### src/rtl/dwt_pkg.sv
// Shared encodings for the DMA window translator.
// Assumes: status and register codes are fixed by the block's interface.
package dwt_pkg;
    typedef enum logic [1:0] {
        XST_OK    = 2'd0,
        XST_FAULT = 2'd1,
        XST_MISS  = 2'd2
    } xlat_status_e;

    localparam logic [1:0] CREG_BASE  = 2'd0;
    localparam logic [1:0] CREG_MASK  = 2'd1;
    localparam logic [1:0] CREG_TBASE = 2'd2;
    localparam logic [1:0] CREG_INVAL = 2'd3;

    typedef enum logic {
        XS_IDLE = 1'b0,
        XS_WAIT = 1'b1
    } xlat_state_e;
endpackage

### src/rtl/dwt_window_regs.sv
// Holds the base, mask and translation-base register of each window.
// It also decodes the invalidate-all strobe.
// Assumes: the mask is stored with only its address-field bits kept.
module dwt_window_regs
    import dwt_pkg::*;
#(
    parameter int NUM_WIN   = 4,
    parameter int ABITS     = 32,
    parameter int PBITS     = 40,
    parameter int FIELD_LSB = 20
) (
    input  logic                              clk,
    input  logic                              rst_n,
    input  logic                              cfg_wr,
    input  logic [$clog2(NUM_WIN)-1:0]        cfg_win,
    input  logic [1:0]                        cfg_reg,
    input  logic [PBITS-1:0]                  cfg_wdata,
    output logic [NUM_WIN-1:0][ABITS-1:0]     base_q,
    output logic [NUM_WIN-1:0][ABITS-1:0]     mask_q,
    output logic [NUM_WIN-1:0][PBITS-1:0]     tbase_q,
    output logic                              inval
);
    localparam int WSEL = $clog2(NUM_WIN);
    localparam logic [ABITS-1:0] FIELD_MASK =
        {{(ABITS-FIELD_LSB){1'b1}}, {FIELD_LSB{1'b0}}};

    // Invalidate strobe: a write to the invalidate code, any window.
    assign inval = cfg_wr && (cfg_reg == CREG_INVAL);

    for (genvar w = 0; w < NUM_WIN; w++) begin : g_win
        logic sel;
        assign sel = cfg_wr && (cfg_win == WSEL'(w));

        // Register update for one window.
        always_ff @(posedge clk) begin
            if (!rst_n) begin
                base_q[w]  <= '0;
                mask_q[w]  <= '0;
                tbase_q[w] <= '0;
            end else if (sel) begin
                case (cfg_reg)
                    CREG_BASE:  base_q[w]  <= cfg_wdata[ABITS-1:0];
                    CREG_MASK:  mask_q[w]  <= cfg_wdata[ABITS-1:0] & FIELD_MASK;
                    CREG_TBASE: tbase_q[w] <= cfg_wdata;
                    default: ;
                endcase
            end
        end
    end
endmodule

### src/rtl/dwt_window_match.sv
// Compares a bus address against every window and picks the
// lowest-numbered enabled window that claims it.
// Assumes: bit 0 of a base register enables the window, bit 1 selects
// scatter-gather, and bits from FIELD_LSB upward carry the address.
module dwt_window_match #(
    parameter int NUM_WIN   = 4,
    parameter int ABITS     = 32,
    parameter int PBITS     = 40,
    parameter int FIELD_LSB = 20
) (
    input  logic [ABITS-1:0]              addr,
    input  logic [NUM_WIN-1:0][ABITS-1:0] base_q,
    input  logic [NUM_WIN-1:0][ABITS-1:0] mask_q,
    input  logic [NUM_WIN-1:0][PBITS-1:0] tbase_q,
    output logic                          found,
    output logic                          sel_sg,
    output logic [ABITS-1:0]              sel_base,
    output logic [PBITS-1:0]              sel_tbase
);
    localparam int WSEL = $clog2(NUM_WIN);
    localparam logic [ABITS-1:0] FIELD_MASK =
        {{(ABITS-FIELD_LSB){1'b1}}, {FIELD_LSB{1'b0}}};

    logic [NUM_WIN-1:0] claim;
    logic [WSEL-1:0]    idx;

    for (genvar w = 0; w < NUM_WIN; w++) begin : g_cmp
        // Per-window claim: enabled and equal on every unmasked field bit.
        assign claim[w] = base_q[w][0] &&
            (((addr ^ base_q[w]) & ~mask_q[w] & FIELD_MASK) == '0);
    end

    // Priority pick: scanning downward leaves the lowest claimer.
    always_comb begin
        found = 1'b0;
        idx   = '0;
        for (int w = NUM_WIN - 1; w >= 0; w--) begin
            if (claim[w]) begin
                found = 1'b1;
                idx   = WSEL'(w);
            end
        end
    end

    assign sel_sg    = base_q[idx][1];
    assign sel_base  = base_q[idx] & FIELD_MASK;
    assign sel_tbase = tbase_q[idx];
endmodule

### src/rtl/dwt_tlb.sv
// Small fully associative translation cache with round-robin fill.
// Assumes: a fill never repeats a tag already present, since fills only
// follow misses. Invalidate takes priority over a fill in the same cycle.
module dwt_tlb #(
    parameter int ENTRIES = 4,
    parameter int TAGW    = 19,
    parameter int DATAW   = 27
) (
    input  logic             clk,
    input  logic             rst_n,
    input  logic [TAGW-1:0]  lk_tag,
    output logic             lk_hit,
    output logic [DATAW-1:0] lk_data,
    input  logic             fill_en,
    input  logic [TAGW-1:0]  fill_tag,
    input  logic [DATAW-1:0] fill_data,
    input  logic             inval
);
    localparam int RRW = (ENTRIES > 1) ? $clog2(ENTRIES) : 1;

    logic [ENTRIES-1:0]            valid_q;
    logic [ENTRIES-1:0][TAGW-1:0]  tag_q;
    logic [ENTRIES-1:0][DATAW-1:0] data_q;
    logic [RRW-1:0]                rr_q;

    // Associative search over all entries.
    always_comb begin
        lk_hit  = 1'b0;
        lk_data = '0;
        for (int e = 0; e < ENTRIES; e++) begin
            if (valid_q[e] && (tag_q[e] == lk_tag)) begin
                lk_hit  = 1'b1;
                lk_data = data_q[e];
            end
        end
    end

    // Flush, or fill at the round-robin pointer and advance it.
    always_ff @(posedge clk) begin
        if (!rst_n) begin
            valid_q <= '0;
            tag_q   <= '0;
            data_q  <= '0;
            rr_q    <= '0;
        end else if (inval) begin
            valid_q <= '0;
        end else if (fill_en) begin
            valid_q[rr_q] <= 1'b1;
            tag_q[rr_q]   <= fill_tag;
            data_q[rr_q]  <= fill_data;
            rr_q          <= (rr_q == RRW'(ENTRIES - 1)) ? '0 : rr_q + 1'b1;
        end
    end
endmodule

### src/rtl/dwt_xlat.sv
// DMA window translator top. It accepts one lookup at a time and answers
// directly, from the cache, or after a single page-entry fetch.
// Assumes: pt_rd_valid is driven only while a fetch is outstanding, and
// page entries are 8 bytes apart.
module dwt_xlat
    import dwt_pkg::*;
#(
    parameter int NUM_WIN     = 4,
    parameter int ABITS       = 32,
    parameter int PBITS       = 40,
    parameter int PAGE_SHIFT  = 13,
    parameter int FIELD_LSB   = 20,
    parameter int TLB_ENTRIES = 4,
    parameter int PTE_SHIFT   = 3
) (
    input  logic                        clk,
    input  logic                        rst_n,
    input  logic                        cfg_wr,
    input  logic [$clog2(NUM_WIN)-1:0]  cfg_win,
    input  logic [1:0]                  cfg_reg,
    input  logic [PBITS-1:0]            cfg_wdata,
    input  logic                        req_valid,
    output logic                        req_ready,
    input  logic [ABITS-1:0]            req_addr,
    output logic                        rsp_valid,
    output logic [1:0]                  rsp_status,
    output logic [PBITS-1:0]            rsp_paddr,
    output logic                        pt_rd_req,
    output logic [PBITS-1:0]            pt_rd_addr,
    input  logic                        pt_rd_valid,
    input  logic [PBITS-PAGE_SHIFT:0]   pt_rd_data
);
    localparam int PFNW = PBITS - PAGE_SHIFT;
    localparam int TAGW = ABITS - PAGE_SHIFT;

    logic [NUM_WIN-1:0][ABITS-1:0] base_q;
    logic [NUM_WIN-1:0][ABITS-1:0] mask_q;
    logic [NUM_WIN-1:0][PBITS-1:0] tbase_q;
    logic                          inval;
    logic                          found, sel_sg;
    logic [ABITS-1:0]              sel_base, offset;
    logic [PBITS-1:0]              sel_tbase, vpn_ext;
    logic                          tlb_hit, fill_en;
    logic [PFNW-1:0]               tlb_pfn;
    xlat_state_e                   state_q;
    logic [TAGW-1:0]               pend_tag_q;
    logic [PAGE_SHIFT-1:0]         pend_off_q;
    logic                          accept;

    dwt_window_regs #(
        .NUM_WIN(NUM_WIN), .ABITS(ABITS), .PBITS(PBITS), .FIELD_LSB(FIELD_LSB)
    ) u_regs (
        .clk(clk), .rst_n(rst_n), .cfg_wr(cfg_wr), .cfg_win(cfg_win),
        .cfg_reg(cfg_reg), .cfg_wdata(cfg_wdata), .base_q(base_q),
        .mask_q(mask_q), .tbase_q(tbase_q), .inval(inval)
    );

    dwt_window_match #(
        .NUM_WIN(NUM_WIN), .ABITS(ABITS), .PBITS(PBITS), .FIELD_LSB(FIELD_LSB)
    ) u_match (
        .addr(req_addr), .base_q(base_q), .mask_q(mask_q), .tbase_q(tbase_q),
        .found(found), .sel_sg(sel_sg), .sel_base(sel_base),
        .sel_tbase(sel_tbase)
    );

    dwt_tlb #(
        .ENTRIES(TLB_ENTRIES), .TAGW(TAGW), .DATAW(PFNW)
    ) u_tlb (
        .clk(clk), .rst_n(rst_n), .lk_tag(req_addr[ABITS-1:PAGE_SHIFT]),
        .lk_hit(tlb_hit), .lk_data(tlb_pfn), .fill_en(fill_en),
        .fill_tag(pend_tag_q), .fill_data(pt_rd_data[PFNW:1]), .inval(inval)
    );

    // Handshake and offset arithmetic for the claimed window.
    assign req_ready = (state_q == XS_IDLE);
    assign accept    = req_valid && req_ready;
    assign offset    = req_addr - sel_base;
    assign vpn_ext   = PBITS'(offset >> PAGE_SHIFT);
    assign fill_en   = (state_q == XS_WAIT) && pt_rd_valid && pt_rd_data[0];

    // Lookup sequencing: immediate answer, or one fetch and then an answer.
    always_ff @(posedge clk) begin
        if (!rst_n) begin
            state_q    <= XS_IDLE;
            rsp_valid  <= 1'b0;
            rsp_status <= XST_OK;
            rsp_paddr  <= '0;
            pt_rd_req  <= 1'b0;
            pt_rd_addr <= '0;
            pend_tag_q <= '0;
            pend_off_q <= '0;
        end else begin
            rsp_valid <= 1'b0;
            pt_rd_req <= 1'b0;
            if (accept) begin
                if (!found) begin
                    rsp_valid  <= 1'b1;
                    rsp_status <= XST_MISS;
                    rsp_paddr  <= '0;
                end else if (!sel_sg) begin
                    rsp_valid  <= 1'b1;
                    rsp_status <= XST_OK;
                    rsp_paddr  <= PBITS'(offset);
                end else if (tlb_hit) begin
                    rsp_valid  <= 1'b1;
                    rsp_status <= XST_OK;
                    rsp_paddr  <= {tlb_pfn, req_addr[PAGE_SHIFT-1:0]};
                end else begin
                    pt_rd_req  <= 1'b1;
                    pt_rd_addr <= sel_tbase + (vpn_ext << PTE_SHIFT);
                    pend_tag_q <= req_addr[ABITS-1:PAGE_SHIFT];
                    pend_off_q <= req_addr[PAGE_SHIFT-1:0];
                    state_q    <= XS_WAIT;
                end
            end else if ((state_q == XS_WAIT) && pt_rd_valid) begin
                rsp_valid <= 1'b1;
                state_q   <= XS_IDLE;
                if (pt_rd_data[0]) begin
                    rsp_status <= XST_OK;
                    rsp_paddr  <= {pt_rd_data[PFNW:1], pend_off_q};
                end else begin
                    rsp_status <= XST_FAULT;
                    rsp_paddr  <= '0;
                end
            end
        end
    end
endmodule

### config.mk
export PLATFORM = sky130hd
export DESIGN_NAME = dwt_xlat
export DESIGN_NICKNAME = d
export VERILOG_FILES = /design/src/rtl/dwt_pkg.sv /design/src/rtl/dwt_window_regs.sv /design/src/rtl/dwt_window_match.sv /design/src/rtl/dwt_tlb.sv /design/src/rtl/dwt_xlat.sv
export SDC_FILE = /design/constraint.sdc
export NUM_CORES = 1
export LEC_CHECK = 0
export BUFFER_PORTS_ARGS = -buffer_cell sky130_fd_sc_hd__buf_2
export CAP_MARGIN = 20
export CORE_MARGIN = 8
export CORE_UTILIZATION = 55
export DETAILED_ROUTE_END_ITERATION = 7
export HOLD_SLACK_MARGIN = 0.08
export MAX_ROUTING_LAYER = met4
export PLACE_DENSITY = 0.86
export SETUP_SLACK_MARGIN = 0.2
export SLEW_MARGIN = 10
export SYNTH_ARGS = -nofsm -noshare
export SYNTH_HDL_FRONTEND = slang
export SYNTH_SLANG_ARGS = --single-unit
### constraint.sdc
create_clock -name clk -period 20.4 [get_ports clk]
set_input_delay 1.02 -clock clk [delete_from_list [all_inputs] [get_ports clk]]
set_output_delay 1.02 -clock clk [all_outputs]
set_load 0.005 [all_outputs]
==> results.toml <==
[synthesis]
synth-seq-cells = 571
synth_top_area_frac = 0.440
yosysUniqueCellTypes = 67
ys_warn_count = 0
synth_flop_cell = "dfxtp_1"
yosysMostFrequentCell = "nand2_1"
synth_seq_area_share = 0.440
yosys-top-cells-count = "nand2_1, dfxtp_1, a21oi_1"
synth_cells = 3388
netlist.top_cell.by_area = "dfxtp_1"
synth_fp_nets = 3533
async_flop_share = 0
postSynthAreaPerCell_um2 = 7.67
synth.area.top_cells = "dfxtp_1, nand2_1, a21oi_1"
synth_area_um2 = 26000
synth_edf_count = 0

[sta]
fin_skew_ps = 26.2
fmaxAchievable_mhz = 120
post-route-period-util = 0.407
max_slew.worst_pin.slew_ps = 1160
hold_violations = 0
tns_ps = 0
slew_violations = 0
rsz0062_at_grt = "no"
finalCriticalPeriod_ps = 8310
setup_viol_count_final = 0
slew_headroom = 0.226

[place]
post-dp-hpwl_um = 50900
io_buffers = 193
gp_congestion = 0.939

[pwr]
ir_worst_vdd_uv = 67.0
p_total_mw = 2.36
pwr_density_cell_nw_per_um2 = 81.3
leakage_nw = 10.3

[floorplan]
fp-row-count = 79
start_util = 0.557
ios = 194
dieArea_um2 = 54500
core-area_um2 = 46700
die_w_um = 233
die_h_um = 233

[setup_path]
required_ps = 20870
cp_max_fo = 65
cp_data_arrival_time_ps = 8780
worst-r2r-cell-count = 29
startpoint_type = "input port"
slowest_delay_ps = 670
timing_worst_setup_path_type = "in -> reg"
crit_slowest_cell = "a2111oi_0"
end_kind = "register"

[clock_network]
cts_buffers = 57
clk_pin_slew_ps = 60
root_buffer = "clkbuf_16"
clock_path_buffers = 3
cts_tree = "done"
h-tree-depth = 2
hold_buffers = 0
cts_resized = 0
post-cts-setup-buffers = 0
clock-sinks = 571
clock_latency_ps = 630

[grt]
grtUsageTotal = 0.294
grt_pass1_vias = 22691
grt_pass1_wl_um = 125000
grt_max_degree = 161
antenna_found_initial = 12
grt_overflow = 0

[final_layout]
areaGrowthSynthToFinish_pct = 11.6
final_core_util = 0.622
fin_nets = 3562
drive_above_1_share = 0.103

[detailed_routing]
viasPerCell = 5.97
drc_errors = 0
wl_per_cell_um = 19.8
drt_iter0_drc = 2816
vias = 24344
drtAntennaViolNets = 0
drt_pass1_iterations = 6
drt-total-wl_um = 80800

[min_path]
hold_path.class = "reg -> reg"
hold_path_depth = 2

[flow_run]
cap_violations = 0

[run_status]
status = "finished clean"
## logic make-up after synthesis
logic type	Yosys count	share of synthesized area
buffers and inverters	310	0.0493
AOI/OAI and AO/OA	800	0.172
DFF	571	0.440
xor gates and xnor gates	157	0.0535
and+or+nand+nor	1386	0.217
adders and majority gates	36	0.0179
muxes	128	0.0503
## worst paths after layout
check / start / to / slack [ps]
worst min register to register: u_tlb.data_q[57] / u_tlb.data_q[57] / 450
worst max-delay path: req_addr[24] / pt_rd_addr[36] / 12090
worst max register to register: u_regs.base_q[56] / pt_rd_addr[36] / 12470
worst min-delay path: u_tlb.data_q[57] / u_tlb.data_q[57] / 450
## layout make-up
cell class	instances	area, um2
multi-input cells	2507	13400
well taps	607	759
diodes	13	32.5
repair buffers	231	1320
clock buffers	82	1610
fillers	3940	17600
inverters	49	191
flip-flops and latches	571	11400
clock inverters	17	295
## placed cells by master, fill, tap and decap left out, types with 46 or more instances in the layout
cell type	n
nand2_1	1067
dfxtp_1	571
a21oi_1	498
buf_2	193
nor2_1	122
mux2i_1	114
o21ai_0	104
xnor2_1	98
xor2_1	57
clkbuf_16	57
inv_1	48
nand3_1	46
## layer usage
layer,global-route usage,up-vias,wire (um)
met2,0.454,1253,37000
met5,-,-,0
met4,0.134,0,3480
met1,0.369,11452,32000
li1,-,11414,-
met3,0.0603,225,8340
## flip-flops by register name, summed over array words and instances (netlist names)
register	count
rsp_paddr	40
rsp_valid	1
pend_tag_q	19
u_regs.mask_q	48
u_tlb.rr_q	2
u_regs.base_q	56
pt_rd_addr	40
u_tlb.valid_q	4
state_q	1
pt_rd_req	1
u_regs.tbase_q	160
rsp_status	2
u_tlb.tag_q	76
u_tlb.data_q	108
pend_off_q	13
## stage by stage
step | instance area [um2] | setup WS, ps | cells | hold slack, ps
2_1_floorplan | 26000 | 12690 | 3388 | 432
3_3_place_gp | 27000 | 11770 | 3961 | 435
3_5_place_dp | 27000 | 11650 | 3962 | 443
4_1_cts | 28900 | 12200 | 4061 | 451
5_1_grt | 29000 | 11560 | 4076 | 464
6_report | 29000 | 12090 | 4077 | 452
## power breakdown
part	total [mW]	internal (mW)	switching, mW
combinational	0.143	0.0458	0.0971
sequential	1.13	1.13	0.00676
clock	1.08	0.636	0.447
total	2.36	1.81	0.551
## critical path: cells and delay by family
| family | cells | cell delay (ps) |
|---|---|---|
| and+or+nand+nor | 9 | 2520 |
| adders and majority gates | 3 | 1080 |
| buffers and inverters | 2 | 770 |
| xor gates and xnor gates | 2 | 360 |
| AOI/OAI and AO/OA | 14 | 3000 |
Note: power is estimated with default switching activity, not from simulation.
